**config.mk**
```make
export PLATFORM = sky130hd
export DESIGN_NAME = wiggle_check
export DESIGN_NICKNAME = d
export VERILOG_FILES = /design/src/rtl/wiggle_pkg.sv /design/src/rtl/wiggle_sched.sv /design/src/rtl/wiggle_seq.sv /design/src/rtl/wiggle_fault.sv /design/src/rtl/wiggle_check.sv
export SDC_FILE = /design/constraint.sdc
export NUM_CORES = 1
export LEC_CHECK = 0
export CAP_MARGIN = 25
export CORE_ASPECT_RATIO = 1.2
export CORE_MARGIN = 5
export CORE_UTILIZATION = 40
export CTS_CLUSTER_DIAMETER = 80
export DETAILED_ROUTE_END_ITERATION = 16
export PLACE_DENSITY = 0.75
export SLEW_MARGIN = 20
export SYNTH_ARGS = -nofsm -noshare
export SYNTH_HDL_FRONTEND = slang
export SYNTH_SLANG_ARGS = --single-unit
```
**constraint.sdc**
```tcl
create_clock -name clk -period 2.3 [get_ports clk]
set_input_delay 0.345 -clock clk [delete_from_list [all_inputs] [get_ports clk]]
set_output_delay 0.345 -clock clk [all_outputs]
set_load 0.02 [all_outputs]
```
**src/rtl/wiggle_pkg.sv**
```systemverilog
package wiggle_pkg;

    typedef enum logic [2:0] {
        ST_IDLE,
        ST_PCLK,
        ST_PBOTH,
        ST_CHECK,
        ST_RCLK,
        ST_RDAT
    } step_e;

    function automatic step_e next_step(step_e s);
        case (s)
            ST_PCLK:  return ST_PBOTH;
            ST_PBOTH: return ST_CHECK;
            ST_CHECK: return ST_RCLK;
            ST_RCLK:  return ST_RDAT;
            default:  return ST_IDLE;
        endcase
    endfunction

    function automatic logic clk_pulled(step_e s);
        return (s == ST_PCLK) || (s == ST_PBOTH) || (s == ST_CHECK);
    endfunction

    function automatic logic dat_pulled(step_e s);
        return (s == ST_PBOTH) || (s == ST_CHECK) || (s == ST_RCLK);
    endfunction

endpackage

```
**src/rtl/wiggle_sched.sv**
```systemverilog
module wiggle_sched #(
    parameter int NCH = 8
) (
    input  logic           clk,
    input  logic           rst,
    input  logic           test_en,
    input  logic           stop_seen,
    input  logic [NCH-1:0] sel_old,
    input  logic [NCH-1:0] sel_new,
    input  logic           seq_busy,
    input  logic           done,
    input  logic [NCH-1:0] done_ch,
    input  logic           done_fail,
    output logic           start,
    output logic [NCH-1:0] start_ch,
    output logic [NCH-1:0] conn_ok,
    output logic           pending_any
);
    logic [NCH-1:0] pend_q, pend_d;
    logic [NCH-1:0] conn_q, conn_d;
    logic [NCH-1:0] sel_q, sel_d;
    logic [NCH-1:0] rising;

    assign rising = sel_new & ~sel_old;

    always_comb begin
        pend_d = pend_q;
        conn_d = conn_q;
        sel_d  = sel_q;
        if (done) begin
            pend_d = pend_d & ~done_ch;
            if (!done_fail)
                conn_d = conn_d | (done_ch & sel_q);
        end
        if (!test_en) begin
            conn_d = conn_d | (pend_d & sel_q);
            pend_d = '0;
        end
        if (stop_seen) begin
            sel_d  = sel_new;
            conn_d = (conn_d & sel_old & sel_new) | (test_en ? '0 : rising);
            pend_d = test_en ? ((pend_d & sel_new) | rising) : '0;
        end
    end

    always_ff @(posedge clk) begin
        if (rst) begin
            pend_q <= '0;
            conn_q <= '0;
            sel_q  <= '0;
        end else begin
            pend_q <= pend_d;
            conn_q <= conn_d;
            sel_q  <= sel_d;
        end
    end

    // lowest pending channel wins
    always_comb begin
        start_ch = '0;
        for (int i = NCH - 1; i >= 0; i--) begin
            if (pend_q[i]) start_ch = NCH'(1) << i;
        end
    end

    assign start       = test_en && !seq_busy && (|pend_q);
    assign conn_ok     = conn_q;
    assign pending_any = |pend_q;

endmodule

```
**src/rtl/wiggle_seq.sv**
```systemverilog
module wiggle_seq
    import wiggle_pkg::*;
#(
    parameter int NCH  = 8,
    parameter int HOLD = 4
) (
    input  logic           clk,
    input  logic           rst,
    input  logic           abort,
    input  logic           start,
    input  logic [NCH-1:0] start_ch,
    input  logic [NCH-1:0] scl_in,
    input  logic [NCH-1:0] sda_in,
    output logic [NCH-1:0] scl_pull,
    output logic [NCH-1:0] sda_pull,
    output logic           done,
    output logic [NCH-1:0] done_ch,
    output logic           fail,
    output logic           busy
);
    localparam int CW = (HOLD > 1) ? $clog2(HOLD) : 1;
    localparam logic [CW-1:0] LAST = CW'(HOLD - 1);

    step_e          st;
    logic [CW-1:0]  cnt;
    logic [NCH-1:0] cur;
    logic           fail_q;

    always_ff @(posedge clk) begin
        if (rst || abort) begin
            st     <= ST_IDLE;
            cnt    <= '0;
            cur    <= '0;
            fail_q <= 1'b0;
        end else if (st == ST_IDLE) begin
            if (start) begin
                st     <= ST_PCLK;
                cnt    <= '0;
                cur    <= start_ch;
                fail_q <= 1'b0;
            end
        end else if (cnt == LAST) begin
            cnt <= '0;
            st  <= next_step(st);
            if (st == ST_CHECK)
                fail_q <= |(cur & (scl_in | sda_in));
        end else begin
            cnt <= cnt + 1'b1;
        end
    end

    assign scl_pull = cur & {NCH{clk_pulled(st)}};
    assign sda_pull = cur & {NCH{dat_pulled(st)}};
    assign done     = (st == ST_RDAT) && (cnt == LAST);
    assign done_ch  = cur;
    assign fail     = fail_q;
    assign busy     = (st != ST_IDLE);

endmodule

```
**src/rtl/wiggle_fault.sv**
```systemverilog
module wiggle_fault #(
    parameter int NCH = 8
) (
    input  logic           clk,
    input  logic           rst,
    input  logic           test_en,
    input  logic           done,
    input  logic [NCH-1:0] done_ch,
    input  logic           fail,
    input  logic           rd,
    output logic [NCH-1:0] flags
);
    logic [NCH-1:0] flags_q, flags_d;

    always_comb begin
        flags_d = rd ? '0 : flags_q;
        if (done && fail)
            flags_d = flags_d | done_ch;
        if (!test_en)
            flags_d = '0;
    end

    always_ff @(posedge clk) begin
        if (rst) flags_q <= '0;
        else     flags_q <= flags_d;
    end

    assign flags = flags_q;

endmodule

```
**src/rtl/wiggle_check.sv**
```systemverilog
module wiggle_check #(
    parameter int NCH  = 8,
    parameter int HOLD = 4
) (
    input  logic           clk,
    input  logic           rst,
    input  logic           test_en,
    input  logic           irq_en,
    input  logic           stop_seen,
    input  logic [NCH-1:0] sel_old,
    input  logic [NCH-1:0] sel_new,
    input  logic [NCH-1:0] scl_in,
    input  logic [NCH-1:0] sda_in,
    input  logic           fault_rd,
    output logic [NCH-1:0] scl_pull,
    output logic [NCH-1:0] sda_pull,
    output logic [NCH-1:0] conn_ok,
    output logic [NCH-1:0] fault_reg,
    output logic           fault_irq,
    output logic           busy
);
    logic           start;
    logic [NCH-1:0] start_ch;
    logic           seq_busy;
    logic           done;
    logic [NCH-1:0] done_ch;
    logic           done_fail;
    logic           pending_any;

    wiggle_sched #(.NCH(NCH)) u_sched (
        .clk        (clk),
        .rst        (rst),
        .test_en    (test_en),
        .stop_seen  (stop_seen),
        .sel_old    (sel_old),
        .sel_new    (sel_new),
        .seq_busy   (seq_busy),
        .done       (done),
        .done_ch    (done_ch),
        .done_fail  (done_fail),
        .start      (start),
        .start_ch   (start_ch),
        .conn_ok    (conn_ok),
        .pending_any(pending_any)
    );

    wiggle_seq #(.NCH(NCH), .HOLD(HOLD)) u_seq (
        .clk     (clk),
        .rst     (rst),
        .abort   (!test_en),
        .start   (start),
        .start_ch(start_ch),
        .scl_in  (scl_in),
        .sda_in  (sda_in),
        .scl_pull(scl_pull),
        .sda_pull(sda_pull),
        .done    (done),
        .done_ch (done_ch),
        .fail    (done_fail),
        .busy    (seq_busy)
    );

    wiggle_fault #(.NCH(NCH)) u_fault (
        .clk    (clk),
        .rst    (rst),
        .test_en(test_en),
        .done   (done),
        .done_ch(done_ch),
        .fail   (done_fail),
        .rd     (fault_rd),
        .flags  (fault_reg)
    );

    assign fault_irq = irq_en && (|fault_reg);
    assign busy      = seq_busy || pending_any;

endmodule

```
Yosys cells after proc, flatten, opt, wreduce, memory -nomap -nowiden
Index checks and enable logic that the tools add are counted.
{ "totals": {"reg_bits": 46, "inputBits": 38, "elab_cells": 89} }
{ "op_classes": {"addsub": 1, "n_eq_ne": 7, "mux": 30, "bitwise": 19, "reduce_logical": 24} }
{ "ops": {"columns": ["cell", "count"], "rows": [
  ["$mux 8", 19],
  ["$and 8x8->8", 10],
  ["$or 8x8->8", 6],
  ["$reduce_or 8->1", 3],
  ["$not 8->8", 2],
  ["$pmux 3 s4", 1],
  ["$mux 3", 3],
  ["$eq 3x2->1 const B", 2],
  ["$eq 3x3->1 const B", 2],
  ["$logic_or 1x1->1", 6],
  ["$mux 2", 3],
  ["$logic_and 1x1->1", 5],
  ["$mux 1", 4],
  ["$reduce_and 2->1", 2],
  ["$reduce_bool 2->1", 2],
  ["$eq 3x1->1 const B", 1],
  ["$logic_not 3->1", 1],
  ["$reduce_and 3->1", 1],
  ["$reduce_bool 3->1", 1],
  ["$add 2x1->2 const B", 1],
  ["$eq 2x2->1 const B", 1],
  ["$logic_not 1->1", 2],
  ["$ne 2x2->1 const B", 1],
  ["$reduce_or 2->1", 1],
  ["$not 1->1", 1]
]} }

Longest topological paths before layout
{ "depth": {"depth_word": 10, "mapped_depth": 7, "depth_no_buf": 5} }

Modules after synthesis
A second synthesis with hierarchy kept.
{ "hier_totals": {"hier_cells": 311, "hier_area_um2": 2645.0} }
{ "modules_own_cells": {"columns": ["module", "n_inst", "cells_each", "area_each_um2", "seq_area_each_um2"], "rows": [
  ["wiggle_sched", 1, 162, 1408.9, 480.5],
  ["wiggle_seq", 1, 108, 798.3, 280.3],
  ["wiggle_fault", 1, 36, 407.9, 160.2],
  ["wiggle_check", 1, 5, 30.0, 0.0]
]} }

Least setup slack after synthesis
Ideal clock, no wire load.
{ "synth_timing": {"path_kind": "register to output", "start": "register u_sched.pend_q[0]", "end": "output busy", "arrival_time_ns": 1.369, "required_ns": 1.955, "path_slack_ns": 0.586, "path_stages_with_launch": 4, "n_path_buf": 0, "path_cell_list": "dfxtp_1 -> or4_4 -> nor3_1 -> nand3_1"} }
{ "synth_between": {"elab_chain_cells": 2} }
{ "synth_rtl": {"columns": ["element", "line", "text"], "rows": [
  ["start, declared", "wiggle_sched.sv:19", "logic [NCH-1:0] pend_q, pend_d;"],
  ["start signal, assigned", "wiggle_sched.sv:52", "pend_q <= pend_d;"],
  ["$reduce_or 8->1", "wiggle_sched.sv:68", "assign pending_any = |pend_q;"],
  ["$logic_or 1x1->1", "wiggle_check.sv:75", "assign busy = seq_busy || pending_any;"],
  ["end, declared", "wiggle_check.sv:20", "output logic busy"]
]} }
No other way between the ends.

Worst setup path after layout
{ "layout_timing": {"start": "register u_seq.st[2]", "end": "output sda_pull[6]"} }
{ "layout_between": {"elab_chain_cells": 4, "word_cells_on_any_way": 6, "cone_classes": "eq/ne (3); bitwise (1); reduce/logical (2)"} }
{ "layout_rtl": {"columns": ["element", "line", "text"], "rows": [
  ["start, declared", "wiggle_seq.sv:24", "step_e st;"],
  ["start signal, assigned", "wiggle_seq.sv:44", "st <= next_step(st);"],
  ["$eq 3x2->1", "wiggle_pkg.sv:27", "return (s == ST_PBOTH) || (s == ST_CHECK) || (s == ST_RCLK);"],
  ["$logic_or 1x1->1", "wiggle_pkg.sv:27", null],
  ["$logic_or 1x1->1 *", "wiggle_pkg.sv:27", null],
  ["$and 8x8->8 *", "wiggle_seq.sv:53", "assign sda_pull = cur & {NCH{dat_pulled(st)}};"],
  ["end, declared", "wiggle_check.sv:16", "output logic [NCH-1:0] sda_pull,"]
]} }
Every way passes the cells marked *; elsewhere a longest branch is shown, timed or not.

==> results_dict.tcl <==
set metrics [dict create \
    post-place-ws_ps 130 \
    finalNonFillerCells 466 \
    yosysWarnings 0 \
    grt_max_degree 31 \
    worstPathMaxFanout 8 \
    worst_hold_slack_ps 483 \
    synth-xor-area-share_pct 0 \
    outcome "finished, final reports clean" \
    fin_nets 422 \
    wl_met1_um 3070 \
    maxCapViolCount 0 \
    wl_per_cell_um 15.2 \
    dr.pass1.iters 4 \
    cts_tree "built" \
    dr.first_iter.drc_count 145 \
    clk_latency_ps 300 \
    critPathBufInv 1 \
    die_x_um 81.2 \
    cts_setup_buffers 0 \
    synth_top_area_share_pct 37.8 \
    place_inst 458 \
    clock.fmax_mhz 451 \
    wl_met2_um 3350 \
    highest_layer "met4" \
    routabilityCongestion 0.889 \
    finalCriticalPeriod_ps 2220 \
    cp_slowest_cell "clkdlybuf4s50_1" \
    num_io_pins 72 \
    overflow 0 \
    yosysTopAreaCell "dfxtp_1" \
    start_util_pct 40.7 \
    multi_input_area_mm2 0.00135 \
    setup_slack_ps 80.3 \
    drc_errors 0 \
    synth-simple-area-share_pct 24.5 \
    yosysUniqueCellTypes 40 \
    fin_crit_sh_pct 96.5 \
    p_leak_nw 1.21 \
    synth_mux_area_share_pct 4.16 \
    irDropWorstVdd_mv 0.291 \
    cts_sinks 46 \
    synth_fa_ha_area_share_pct 0.514 \
    synth_top_flop_cell "dfxtp_1" \
    cp.arrival_ps 1870 \
    hpwl_um 5440 \
    via_per_inst 5.40 \
    layout_common_cells "clkdlybuf4s50_1 (70), dfxtp_1 (46), o21ai_0 (37), nor2_1 (34), inv_1 (23)" \
    synth_seq_area_share_pct 37.8 \
    rsz0062_at_grt "no" \
    root_buffer "clkbuf_8" \
    crit_required_ps 1960 \
    start_kind "flip-flop" \
    drv_slew 0 \
    seqCellArea_um2 921 \
    std_cell_rows 31 \
    setup_tns_ps 0 \
    worstSetupPathType "reg2out" \
    wl_um 7090 \
    finalClockSkew_ps 6.37 \
    syn2layout_area_growth_pct 40.5 \
    synth_nets 350 \
    setup_viol 0 \
    cts_buffer_depth 2 \
    die_area_mm2 0.00775 \
    htreeDepth 2 \
    powerDensity_mw_per_mm2 524 \
    num_antenna_cells 0 \
    synth_area_mm2 0.00243 \
    clkTransAtPathRegs_ps 80 \
    layout_commonest_cell "clkdlybuf4s50_1" \
    core_mm2 0.00597 \
    synth-seq-cells 46 \
    utilization_pct 57.2 \
    slew_headroom_pct 63.4 \
    synthCells 311 \
    yosys-top-cells-area "dfxtp_1 (38%), o21ai_0 (7.6%), nor2_1 (5.2%)" \
    hold_path_class "reg2reg" \
    synth_area_per_cell_um2 7.83 \
    totalPowerFinal_mw 1.79 \
    cpPeakStageDelay_ps 560 \
    crit_family "buffers and inverters" \
    worst_slew_pin_slew_ps 549 \
    finalInstanceArea_mm2 0.00342 \
    async_flop_share_pct 0 \
    cts_buffers 5 \
    end_kind "output port" \
    drive_gt1_share_pct 8.59 \
    die_y_um 95.4 \
    vias 2518 \
    synth_compound_area_share_pct 25.6 \
    hold_viol 0 \
    port_buffers 71 \
    synth-edff-count 0 \
    grt_pass1_vias 2372 \
    grt_antenna_before_repair 0 \
    fillers 578 \
    place_area_mm2 0.00326 \
    cp_cell_sequence "nor2b_2 > a21oi_4 > nor2_1 > clkdlybuf4s50_1" \
    detail-route-antenna-nets 0 \
    synth_top_family_by_area "compound AO/OA/AOI/OAI gates" \
    track_usage_pct 18.0 \
    wl_met3_um 446 \
    grt_pass1_wl_um 11000 \
]
cell type report:
type,count,area share (%)
multi-input cells,222,39.5
flip-flops and latches,46,26.9
repair buffers,85,23.8
well taps,82,3.00
inverters,23,2.53
clock buffers,6,2.42
clock inverters,2,1.76
synthesized netlist by cell type (2+ instances only):
master / count
dfxtp_1: 46
o21ai_0: 37
nor2_1: 34
inv_1: 23
a21oi_1: 22
nor3_1: 20
nand2_1: 18
nand2b_1: 15
a221oi_1: 14
clkbuf_1: 14
mux2i_1: 9
a31oi_1: 6
a22oi_1: 5
nand3_1: 4
nand4_1: 4
a32oi_1: 3
buf_2: 3
nor2b_1: 3
o2111a_1: 3
o32ai_1: 3
or3b_2: 3
buf_6: 2
nor4_1: 2
or4b_1: 2
cell families (layout without fill, tap and decap cells):
logic type      Yosys count  count (layout)
compound gates           97              97
buf+inv                  43             116
mux                      10              10
simple gates            114             114
flops                    46              46
fa+ha+maj                 1               1
power by group:
group,total [mW],internal (mW),switching (mW)
Sequential,0.829,0.813,0.0154
Clock,0.729,0.463,0.265
Combinational,0.235,0.123,0.112
Total,1.79,1.40,0.393
layer usage:
layer | track usage, % | up-vias
met5 | 0 | -
met4 | 7.89 | 0
met3 | 3.50 | 19
met2 | 30.8 | 87
met1 | 21.7 | 1138
li1 | - | 1274
worst reg2reg max path: cells and delay by family (launching register included):
family	cells	cell delay, ps
and+or+nand+nor	1	510
buffers and inverters	1	260
AOI/OAI and AO/OA	3	600
DFF	1	520
sequential cells by signal, summed over array words and instances (netlist names):
register	flops
u_seq.done_ch	8
u_fault.flags	8
u_sched.pend_q	8
u_seq.fail	1
u_sched.sel_q	8
u_sched.conn_ok	8
u_seq.cnt	2
u_seq.st	3
final timing paths:
path                                           startpoint                            end  slack, ps  depth (start not counted)
worst min register to register  u_seq.cnt[1]$_SDFFE_PP0P_      u_seq.cnt[1]$_SDFFE_PP0P_        480                          2
worst max register to register   u_seq.st[2]$_SDFFE_PP0P_  u_sched.conn_ok[7]$_SDFF_PP0_        320                          5
worst min-delay path            u_seq.cnt[1]$_SDFFE_PP0P_      u_seq.cnt[1]$_SDFFE_PP0P_        480                          2
worst max-delay path             u_seq.st[2]$_SDFFE_PP0P_                    sda_pull[6]         80                          4
timing repair:
| action | CTS | global route |
|---|---|---|
| resized for setup | 3 | 2 |
| hold buffers | 0 | 0 |
| gates cloned | 0 | 0 |
| setup endpoints to repair | 9 | 8 |
Power figures use the tool's default switching activity.
